File: src/rtl/dsf_pkg.sv
package dsf_pkg;
  // Synchronized pin bundle, order fixed for packing
  typedef struct packed {
    logic cs_n;
    logic sclk;
    logic din;
    logic ld_n;
    logic clr_n;
  } pins_t;

  localparam int PIN_W = $bits(pins_t);
  localparam pins_t PINS_IDLE = '{cs_n: 1'b1, sclk: 1'b0, din: 1'b0, ld_n: 1'b1, clr_n: 1'b1};
endpackage

File: src/rtl/dsf_sync.sv
module dsf_sync #(
  parameter int W = 5,
  parameter int STAGES = 2,
  parameter logic [W-1:0] RST_VAL = '0
) (
  input  logic         clk,
  input  logic         rst_n,
  input  logic [W-1:0] d,
  output logic [W-1:0] q
);
  logic [W-1:0] st [STAGES];

  always_ff @(posedge clk or negedge rst_n) begin
    if (!rst_n) begin
      for (int i = 0; i < STAGES; i++) st[i] <= RST_VAL;
    end else begin
      st[0] <= d;
      for (int i = 1; i < STAGES; i++) st[i] <= st[i-1];
    end
  end

  assign q = st[STAGES-1];
endmodule

File: src/rtl/dsf_shifter.sv
module dsf_shifter #(
  parameter int DW = 16,
  localparam int CW = $clog2(DW + 1)
) (
  input  logic          clk,
  input  logic          rst_n,
  input  logic          shift_en,
  input  logic          bit_in,
  input  logic          clear,
  input  logic          frame_start,
  output logic [DW-1:0] word,
  output logic [CW-1:0] count
);
  localparam logic [CW-1:0] CMAX = CW'(DW);

  always_ff @(posedge clk or negedge rst_n) begin
    if (!rst_n) begin
      word <= '0;
    end else if (clear) begin
      word <= '0;
    end else if (shift_en) begin
      word <= {word[DW-2:0], bit_in};
    end
  end

  // status only: never gates the shift
  always_ff @(posedge clk or negedge rst_n) begin
    if (!rst_n) begin
      count <= '0;
    end else if (frame_start) begin
      count <= shift_en ? CW'(1) : '0;
    end else if (shift_en && count != CMAX) begin
      count <= count + CW'(1);
    end
  end
endmodule

File: src/rtl/dsf_seg_decode.sv
module dsf_seg_decode #(
  parameter int DW = 16,
  parameter int COARSE = 4,
  localparam int NSEG = (1 << COARSE) - 1,
  localparam int FINE = DW - COARSE
) (
  input  logic [DW-1:0]   code,
  output logic [NSEG-1:0] seg,
  output logic [FINE-1:0] ladder
);
  logic [COARSE-1:0] top;
  assign top = code[DW-1:FINE];

  for (genvar i = 0; i < NSEG; i++) begin : g_seg
    assign seg[i] = (top > COARSE'(i));
  end

  assign ladder = code[FINE-1:0];
endmodule

File: src/rtl/dac_serial_front.sv
module dac_serial_front
  import dsf_pkg::*;
#(
  parameter int DW = 16,
  parameter int COARSE = 4,
  parameter int SYNC_STAGES = 2,
  localparam int NSEG = (1 << COARSE) - 1,
  localparam int FINE = DW - COARSE,
  localparam int CW = $clog2(DW + 1)
) (
  input  logic            clk,
  input  logic            rst_n,
  input  logic            sclk_i,
  input  logic            sdi_i,
  input  logic            sel_n_i,
  input  logic            load_n_i,
  input  logic            clr_n_i,
  output logic [DW-1:0]   dac_code_o,
  output logic [NSEG-1:0] seg_therm_o,
  output logic [FINE-1:0] ladder_o,
  output logic [CW-1:0]   frame_bits_o
);
  pins_t raw, syn, prv;
  logic [PIN_W-1:0] syn_vec;

  assign raw = {sel_n_i, sclk_i, sdi_i, load_n_i, clr_n_i};

  dsf_sync #(.W(PIN_W), .STAGES(SYNC_STAGES), .RST_VAL(PINS_IDLE)) u_sync (
    .clk(clk), .rst_n(rst_n), .d(raw), .q(syn_vec)
  );
  assign syn = pins_t'(syn_vec);

  always_ff @(posedge clk or negedge rst_n) begin
    if (!rst_n) prv <= PINS_IDLE;
    else        prv <= syn;
  end

  logic cs_lvl, cs_prev, ld_lvl, clr_lvl;
  logic sclk_rise, cs_rise, cs_fall, clr_fall, shift_en;
  assign cs_lvl    = syn.cs_n;
  assign cs_prev   = prv.cs_n;
  assign ld_lvl    = syn.ld_n;
  assign clr_lvl   = syn.clr_n;
  assign sclk_rise = syn.sclk & ~prv.sclk;
  assign cs_rise   = cs_lvl & ~cs_prev;
  assign cs_fall   = ~cs_lvl & cs_prev;
  assign clr_fall  = ~clr_lvl & prv.clr_n;
  assign shift_en  = sclk_rise & ~cs_lvl;

  logic [DW-1:0] shift_word, in_reg, dac_reg;
  logic [CW-1:0] bit_cnt;

  dsf_shifter #(.DW(DW)) u_shift (
    .clk(clk), .rst_n(rst_n), .shift_en(shift_en), .bit_in(syn.din),
    .clear(clr_fall), .frame_start(cs_fall), .word(shift_word), .count(bit_cnt)
  );

  always_ff @(posedge clk or negedge rst_n) begin
    if (!rst_n) begin
      in_reg  <= '0;
      dac_reg <= '0;
    end else if (clr_fall) begin
      in_reg  <= '0;
      dac_reg <= '0;
    end else begin
      if (cs_rise) in_reg <= shift_word;
      if (!ld_lvl && clr_lvl) dac_reg <= cs_rise ? shift_word : in_reg;
    end
  end

  dsf_seg_decode #(.DW(DW), .COARSE(COARSE)) u_dec (
    .code(dac_reg), .seg(seg_therm_o), .ladder(ladder_o)
  );

  assign dac_code_o   = dac_reg;
  assign frame_bits_o = bit_cnt;
endmodule

File: config.mk
export PLATFORM = sky130hd
export DESIGN_NAME = dac_serial_front
export DESIGN_NICKNAME = d
export VERILOG_FILES = /design/src/rtl/dsf_pkg.sv /design/src/rtl/dsf_sync.sv /design/src/rtl/dsf_shifter.sv /design/src/rtl/dsf_seg_decode.sv /design/src/rtl/dac_serial_front.sv
export SDC_FILE = /design/constraint.sdc
export NUM_CORES = 1
export LEC_CHECK = 0
export ABC_AREA = 1
export ABC_CLOCK_PERIOD_IN_PS = 1200
export BUFFER_PORTS_ARGS = -buffer_cell sky130_fd_sc_hd__clkbuf_2
export CAP_MARGIN = 10
export CORE_MARGIN = 2
export CORE_UTILIZATION = 45
export CTS_BUF_LIST = sky130_fd_sc_hd__clkbuf_8
export DETAILED_ROUTE_END_ITERATION = 12
export GPL_TIMING_DRIVEN = 0
export PLACE_DENSITY_LB_ADDON = 0.15
export SLEW_MARGIN = 20
export SYNTH_ARGS = -nofsm -noshare
export SYNTH_HDL_FRONTEND = slang
export SYNTH_SLANG_ARGS = --single-unit
File: constraint.sdc
create_clock -name clk -period 1.2 [get_ports clk]
set_input_delay 0 -clock clk [delete_from_list [all_inputs] [get_ports clk]]
set_output_delay 0 -clock clk [all_outputs]
set_load 0.1 [all_outputs]
# Yosys cells after proc, flatten, opt, wreduce, memory -nomap -nowiden
# Index checks and enable logic that the tools add are counted.
totals:
  register_bits: 66
  latch_bits: 0
  ramBits: 0
  romBits: 0
  out_inout_bits: 48
  memories: 0
op_classes:
  addsub: 1
  mul: 0
  div: 0
  n_lt_le_gt_ge: 15
  eq_ne: 1
  shift: 0
  n_mux: 9
  bitwise_logic: 9
  reduce_logical: 6
op_table:
  columns: ["operator", "count"]
  rows:
  - ["16-bit 2-to-1 mux", 6]
  - ["4-bit > comparator, second input constant", 7]
  - ["4-bit by 3-bit > comparator with 1-bit output, second input constant", 4]
  - ["5-bit 2-to-1 mux", 2]
  - ["4-bit by 1-bit > comparator with 1-bit output, second input constant", 2]
  - ["4-bit by 2-bit > comparator with 1-bit output, second input constant", 2]
  - ["2-bit nonzero test", 3]
  - ["5-bit by 1-bit adder with 5-bit output, second input constant", 1]
  - ["1-bit bitwise AND", 5]
  - ["5-bit != test, second input constant", 1]
  - ["1-bit inverter", 4]
  - ["1-bit logical AND", 2]
  - ["1-bit zero test", 1]
  - ["1-bit 2-to-1 mux", 1]

# Logic depth before layout (Yosys ltp)
# Gate-level depths: netlist of the first run.
depth:
  depth_word: 6
  mapped_depth: 9
  mapped_depth_nobuf: 9

# Hierarchy
# Synthesis of the first run repeated with hierarchy kept, for this count alone.
unflattened:
  hier_cells: 316
  hier_area_um2: 2992.9
by_module_without_submodules:
  columns: ["mod", "instances", "cells_each", "area_each_um2"]
  rows:
  - ["dac_serial_front", 1, 166, 1512.7]
  - ["dsf_shifter", 1, 97, 979.7]
  - ["dsf_sync", 1, 15, 295.3]
  - ["dsf_seg_decode", 1, 38, 205.2]

# Worst setup path after synthesis of the first run
# Ideal clock, no wire load.
synth_timing:
  kind: "register to output"
  startpoint: "register dac_reg[15], in the netlist dac_code_o[15]"
  endpoint: "output port seg_therm_o[8]"
  t_arrival_ns: 3.387
  t_required_ns: 1.200
  path_slack_ns: -2.187
  path_stages_with_launch: 3
  path_buffers: 0
  path_cell_list: "dfrtp_1 > inv_1 > o21ai_0"
synth_via:
  elab_chain_cells: 1
synth_lines:
  columns: ["element", "line", "text"]
  rows:
  - ["from (decl)", "dac_serial_front.sv:50", "logic [DW-1:0] shift_word, in_reg, dac_reg;"]
  - ["from (signal assigned)", "dac_serial_front.sv:67", "if (!ld_lvl && clr_lvl) dac_reg <= cs_rise ? shift_word : in_reg;"]
  - ["4-bit > comparator", "dsf_seg_decode.sv:15", "assign seg[i] = (top > COARSE'(i));"]
  - ["to (decl)", "dac_serial_front.sv:19", "output logic [NSEG-1:0] seg_therm_o,"]
# No other way between the ends.

# Final worst setup path of the first run
# Ends and elaborated chain as after synthesis.

==> out/results.tsv, run 1 <==
metric	value	unit
vias in the first global route	2540	
share of cells above drive strength 1	0.6364	
syn_nets	338	
CP required	1.20	ns
clock transition at the registers of the reported paths	0.09	ns
PwrDens	1574	nW/um^2
crit start category	register	
worst-path cell chain	clkinvlp_4, buf_12, o21ai_4, clkbuf_16	
Avg WL per Cell	17.44	um
Setup CP Type	register to output pin	
fmax	639.0	MHz
Fillers	336	
IO Port Bufs	54	
initial cell density of the core	0.4626	
total grt overflow	0	
maxcap violations	0	
Slew HR	0.6765	
r2r setup slk	-0.15	ns
Global Route Usage Sum	0.2248	
met2 usage	0.3752	
Nets	444	
initial antenna violation count	0	
first-pass GRT wire length	12340	um
leading area contributor after synthesis	dfrtp_1	
io pins	55	
critical path's largest stage delay	0.52	ns
Seq cells post-synth	66	
Synth area leaders	dfrtp_1 50%, nand2_1 9.4%, inv_1 8.0%	
failing checks	negative setup slack	
Post-synth EDFFs	0	
final wirelength	9015	um
n_diodes	0	
Synth Cell Area	2904	um^2
Hold Path Class	primary input to asynchronous set/reset pin	
clk sink count	66	
die area	7112	um^2
CTS tree	built	
Final Util	0.8069	
chip width	84.34	um
H-tree Lvls	3	
Vias/cell	5.043	
Syn Area/Cell	8.827	um^2
final setup fails	45	
Final Hold Fails	0	
Synth Instances	329	
Crit path buffers/inverters	3	
Final Critical Period	1.565	ns
DRC	0	
met3 Usage GRT	0.04031	
peak supply drop	0.001465	V
yosys warns	0	
first-pass iteration count of the detailed router	4	
area of the multi-input gates	1365	um^2
Synth top area share	0.4998	
CP Data Arrival Time	1.56	ns
Max FO, Critical Path	7	
clk_lat worst skew	0.35	ns
clk_skew	0.01909	ns
CP top delay family	flip-flops	
cts bufs inserted	9	
largest net degree at the start of global routing	35	
GP Congestion	0.7939	
Die H	84.34	um
status	finished with violations	
Std-Cell Rows	29	
via count	2607	
Clk Tree Root Cell	clkbuf_8	
post-detail-place hpwl	3953	um
Post-synth top flop	dfrtp_1	
DRT antenna net count	0	
Core Box Area	6277	um^2
sequential-to-total area share from yosys stat	0.5722	
Tot Pwr	7971	uW
initial detailed-routing violation count	108	
Async SR Flop Fraction	1.000	
synth unique cells	22	
Area Overhead vs Synth	74.41	%
CTS max path bufs	2	
stages on the worst setup path	4	
met1 usage in global routing	0.2882	
RSZ-0062 raised after global routing	yes	
Max Slew Vio Count	0	
Crit-path slowest cell	dfrtp_4	
crit end category	output pin	
Worst R2R Path Depth	7	
Register Area	1705	um^2
reg-to-reg endpoint	dac_code_o[15]$_DFFE_PN0P_	
post-route clock period utilization	1.304	
busiest layer in global routing	met2	
fin worst setup slack	-0.3650	ns
P_leak	0.002484	uW
Worst Max-Slew Pin Slew	0.4852	ns
RR Startpoint	u_sync.q[0]$_DFF_PN1_	
-- final cells by class --
class,instances,share of cell area
clock buffer,9,0.02446
timing repair buffer,97,0.2337
sequential,66,0.3367
buffer,22,0.04373
multi-input combinational,171,0.2695
tap,77,0.01902
clock inverter,7,0.01408
inverter,68,0.05879
-- Yosys cell counts (4+ instances only) --
master	number
nand2_1	73
inv_1	62
dfrtp_1	58
nand3_1	38
o21ai_1	24
buf_4	15
o21ai_0	11
dfstp_2	8
nor2_1	8
inv_2	6
a21oi_1	4
buf_2	4
buf_6	4
-- cell usage in the layout, fill, tap and decap left out, drive strengths merged, types with 2 or more instances in the layout --
master	instances
a21oi	4
buf	74
clkbuf	48
clkinv	4
clkinvlp	6
dfrtp	58
dfstp	8
dlygate4sd3	6
ha	2
inv	64
nand2	77
nand3	39
nand4	2
nor2	8
o21ai	35
o22ai	2
-- worst max path at each step --
stage / to / slack, ns / start
after floorplan: seg_therm_o[14] / -0.48 / dac_code_o[13]$_DFFE_PN0P_
after global placement: dac_code_o[12]$_DFFE_PN0P_ / -0.54 / rst_n
after detailed placement: seg_therm_o[4] / -0.30 / dac_code_o[13]$_DFFE_PN0P_
after CTS: seg_therm_o[9] / -0.30 / dac_code_o[15]$_DFFE_PN0P_
after global routing: seg_therm_o[8] / -0.40 / dac_code_o[15]$_DFFE_PN0P_
final: seg_therm_o[8] / -0.36 / dac_code_o[15]$_DFFE_PN0P_
-- power breakdown --
group / switching, uW / total [uW] / internal [uW]
clock network: 911 / 1870 / 955
registers: 192 / 2630 / 2430
logic: 2390 / 3480 / 1090
-- through the flow --
step / cell area (um^2) / instances / TNS [ns] / setup slack (ns) / hold slack [ns]
global route: 5065 / 517 / -8.616 / -0.4003 / 0.2252
CTS: 4524 / 506 / -4.459 / -0.2983 / 0.1868
finish: 5065 / 517 / -6.294 / -0.3650 / 0.1738
floorplan: 3112 / 329 / -4.664 / -0.4791 / -0.2956
detailed placement: 3501 / 461 / -6.002 / -0.2963 / 0.01871
global placement: 3478 / 460 / -26.75 / -0.5444 / 0.08690
-- layer usage --
| metal | wire, um | part of all wire |
|---|---|---|
| met1 | 3657 | 0.41 |
| met3 | 330 | 0.037 |
| met2 | 4810 | 0.53 |
| met5 | 0 | 0 |
| met4 | 216 | 0.024 |
-- cell families (layout without fill, tap and decap cells) --
group,Yosys count,in the layout,synth area share
and+or+nand+nor,127,127,0.1943
buffers and inverters,92,203,0.1504
DFF,66,66,0.5722
AOI/OAI and AO/OA,41,41,0.07152
adders and majority gates,2,2,0.008616
xor gates and xnor gates,1,1,0.003016
-- worst reg2reg max path, stage by stage, from the launching register on --
cell and delay [ns]:
dfstp_2 0.56, inv_4 0.05, o21ai_2 0.13, inv_2 0.08
buf_6 0.14, buf_16 0.13, nand2_1 0.08, o21ai_1 0.08
-- repair_timing --
action / 4_1_cts / 5_1_grt
cloned: 5 / 2
pin swaps: 12 / 17
endpoints found under the setup margin: 81 / 81
buffers inserted: 20 / 9
hold endpoints to repair: 38 / 0
hold buffers: 6 / 0
resized for setup: 128 / 126
Power figures use the tool's default switching activity.
==> run 2: changes to the inputs <==
REMOVE_ABC_BUFFERS = 1   (was not set)
==> run 2 against run 1 <==
Effect of this change:
- the run still ends with negative setup slack left
- routed wire length fell by 12%
- combinational power fell by 12%
- clock power rose by 3%
- register-to-register slack barely moved
- clock skew fell by 0.0083 ns
- largest cell class unchanged
==> out/results.tsv, run 2 (synthesized netlist as in run 1, its figures left out) <==
metric	value	unit
P_leak	0.002293	uW
Slew HR	0.6423	
total grt overflow	0	
Max Slew Vio Count	0	
Global Route Usage Sum	0.2018	
status	finished with violations	
fin worst setup slack	-0.1520	ns
r2r setup slk	-0.15	ns
final setup fails	52	
chip width	84.34	um
Die H	84.34	um
Clk Tree Root Cell	clkbuf_8	
Final Critical Period	1.352	ns
crit start category	register	
peak supply drop	0.001490	V
post-detail-place hpwl	3238	um
Setup CP Type	register to register	
die area	7112	um^2
Hold Path Class	primary input to asynchronous set/reset pin	
DRC	0	
failing checks	negative setup slack	
Area Overhead vs Synth	57.09	%
first-pass iteration count of the detailed router	4	
maxcap violations	0	
hold_ws	0.1054	ns
Avg WL per Cell	15.95	um
largest net degree at the start of global routing	49	
crit end category	register	
first-pass GRT wire length	11230	um
Nets	424	
final wirelength	7929	um
Cells after DPL	437	
vias in the first global route	2321	
clk_lat worst skew	0.34	ns
GP Congestion	0.7908	
initial detailed-routing violation count	146	
DRT antenna net count	0	
Std-Cell Rows	29	
Worst Max-Slew Pin Slew	0.5388	ns
most common cell after layout, fill and taps aside	inv_1	
most frequent cells in the layout	55 x inv_1, 52 x dfrtp_1, 46 x nand2_1	
Final Util	0.7267	
Vias/cell	4.986	
share of cells above drive strength 1	0.5333	
CP required	1.42	ns
fmax	739.6	MHz
Final Non-Filler Cells	497	
Core Box Area	6277	um^2
CTS tree	built	
Tot Pwr	7542	uW
Final Hold Fails	0	
initial antenna violation count	0	
n_diodes	0	
TNS Setup	-3.530	ns
via count	2478	
clk sink count	66	
RSZ-0062 raised after global routing	yes	
cts bufs inserted	9	
IO Port Bufs	54	
H-tree Lvls	3	
CTS max path bufs	2	
clock transition at the registers of the reported paths	0.07	ns
CP Data Arrival Time	1.57	ns
clk_skew	0.01077	ns
PwrDens	1653	nW/um^2
post-route clock period utilization	1.127	
Max FO, Critical Path	8	
io pins	55	
initial cell density of the core	0.4626	
[run 2: cell types whose count changed in the layout (fill, tap and decap cells not counted), sizes merged]
cell / delta
buf: -16
clkbuf: -8
inv: +8
clkinvlp: -6
nand2: +3
clkinv: -1
[run 2: critical path, stage by stage (launching register included)]
cell and delay, ns:
dfstp_2 0.56, clkinv_4 0.09, o21ai_4 0.18, buf_12 0.14, buf_6 0.11, inv_8 0.05
nand2_2 0.04, o21ai_1 0.06
[run 2: path summary, 6_finish.rpt]
kind,start,to,cells past startpoint
setup reg to reg,u_sync.q[0]$_DFF_PN1_,dac_code_o[3]$_DFFE_PN0P_,7
hold / removal,rst_n,dac_code_o[8]$_DFFE_PN0P_,2
min in group clk,sel_n_i,u_sync.st[9]$_DFF_PN1_,2
hold reg to reg,u_sync.st[6]$_DFF_PN1_,u_sync.q[1]$_DFF_PN1_,0
setup / recovery,u_sync.q[0]$_DFF_PN1_,dac_code_o[3]$_DFFE_PN0P_,7
max in group asynchronous,rst_n,u_sync.q[4]$_DFF_PN1_,3
[run 2: report_power, final]
part	switching, uW	internal (uW)
clock network	815	1110
registers	146	2410
logic	2260	806
[run 2: metrics by stage]
step           area [um^2]  setup WS (ns)
2_1_floorplan         2723         -2.879
3_3_place_gp          3089        -0.7718
3_5_place_dp          3119        -0.7817
4_1_cts               3949        -0.1001
5_1_grt               4562        -0.2210
6_report              4562        -0.1520
[run 2: final cells by class]
cell class / instances / area [um^2]
Timing Repair Buffer: 92 / 969.7
Timing Repair inverter: 4 / 42.54
Clock inverter: 4 / 42.54
Clock buffer: 12 / 165.2
Sequential cell: 66 / 1669
Inverter: 68 / 295.3
Tap cell: 77 / 96.34
Fill cell: 438 / 1715
Multi-Input combinational cell: 174 / 1281
[run 2: timing repair]
item,in CTS,in global routing
cloned,4,4
setup buffers,20,10
gates resized for setup,99,159
hold buffers,6,0
endpoints found under the setup margin,79,89
pin swaps,9,21
hold endpoints to repair,65,0
[run 2: routing by layer]
metal | vias to the layer above | track usage | wire length, um
met4 | 0 | 0.07504 | 159
met1 | 1210 | 0.2469 | 3141
met5 | - | 0 | 0
met2 | 80 | 0.3398 | 4265
met3 | 12 | 0.05998 | 363
li1 | 1176 | - | -
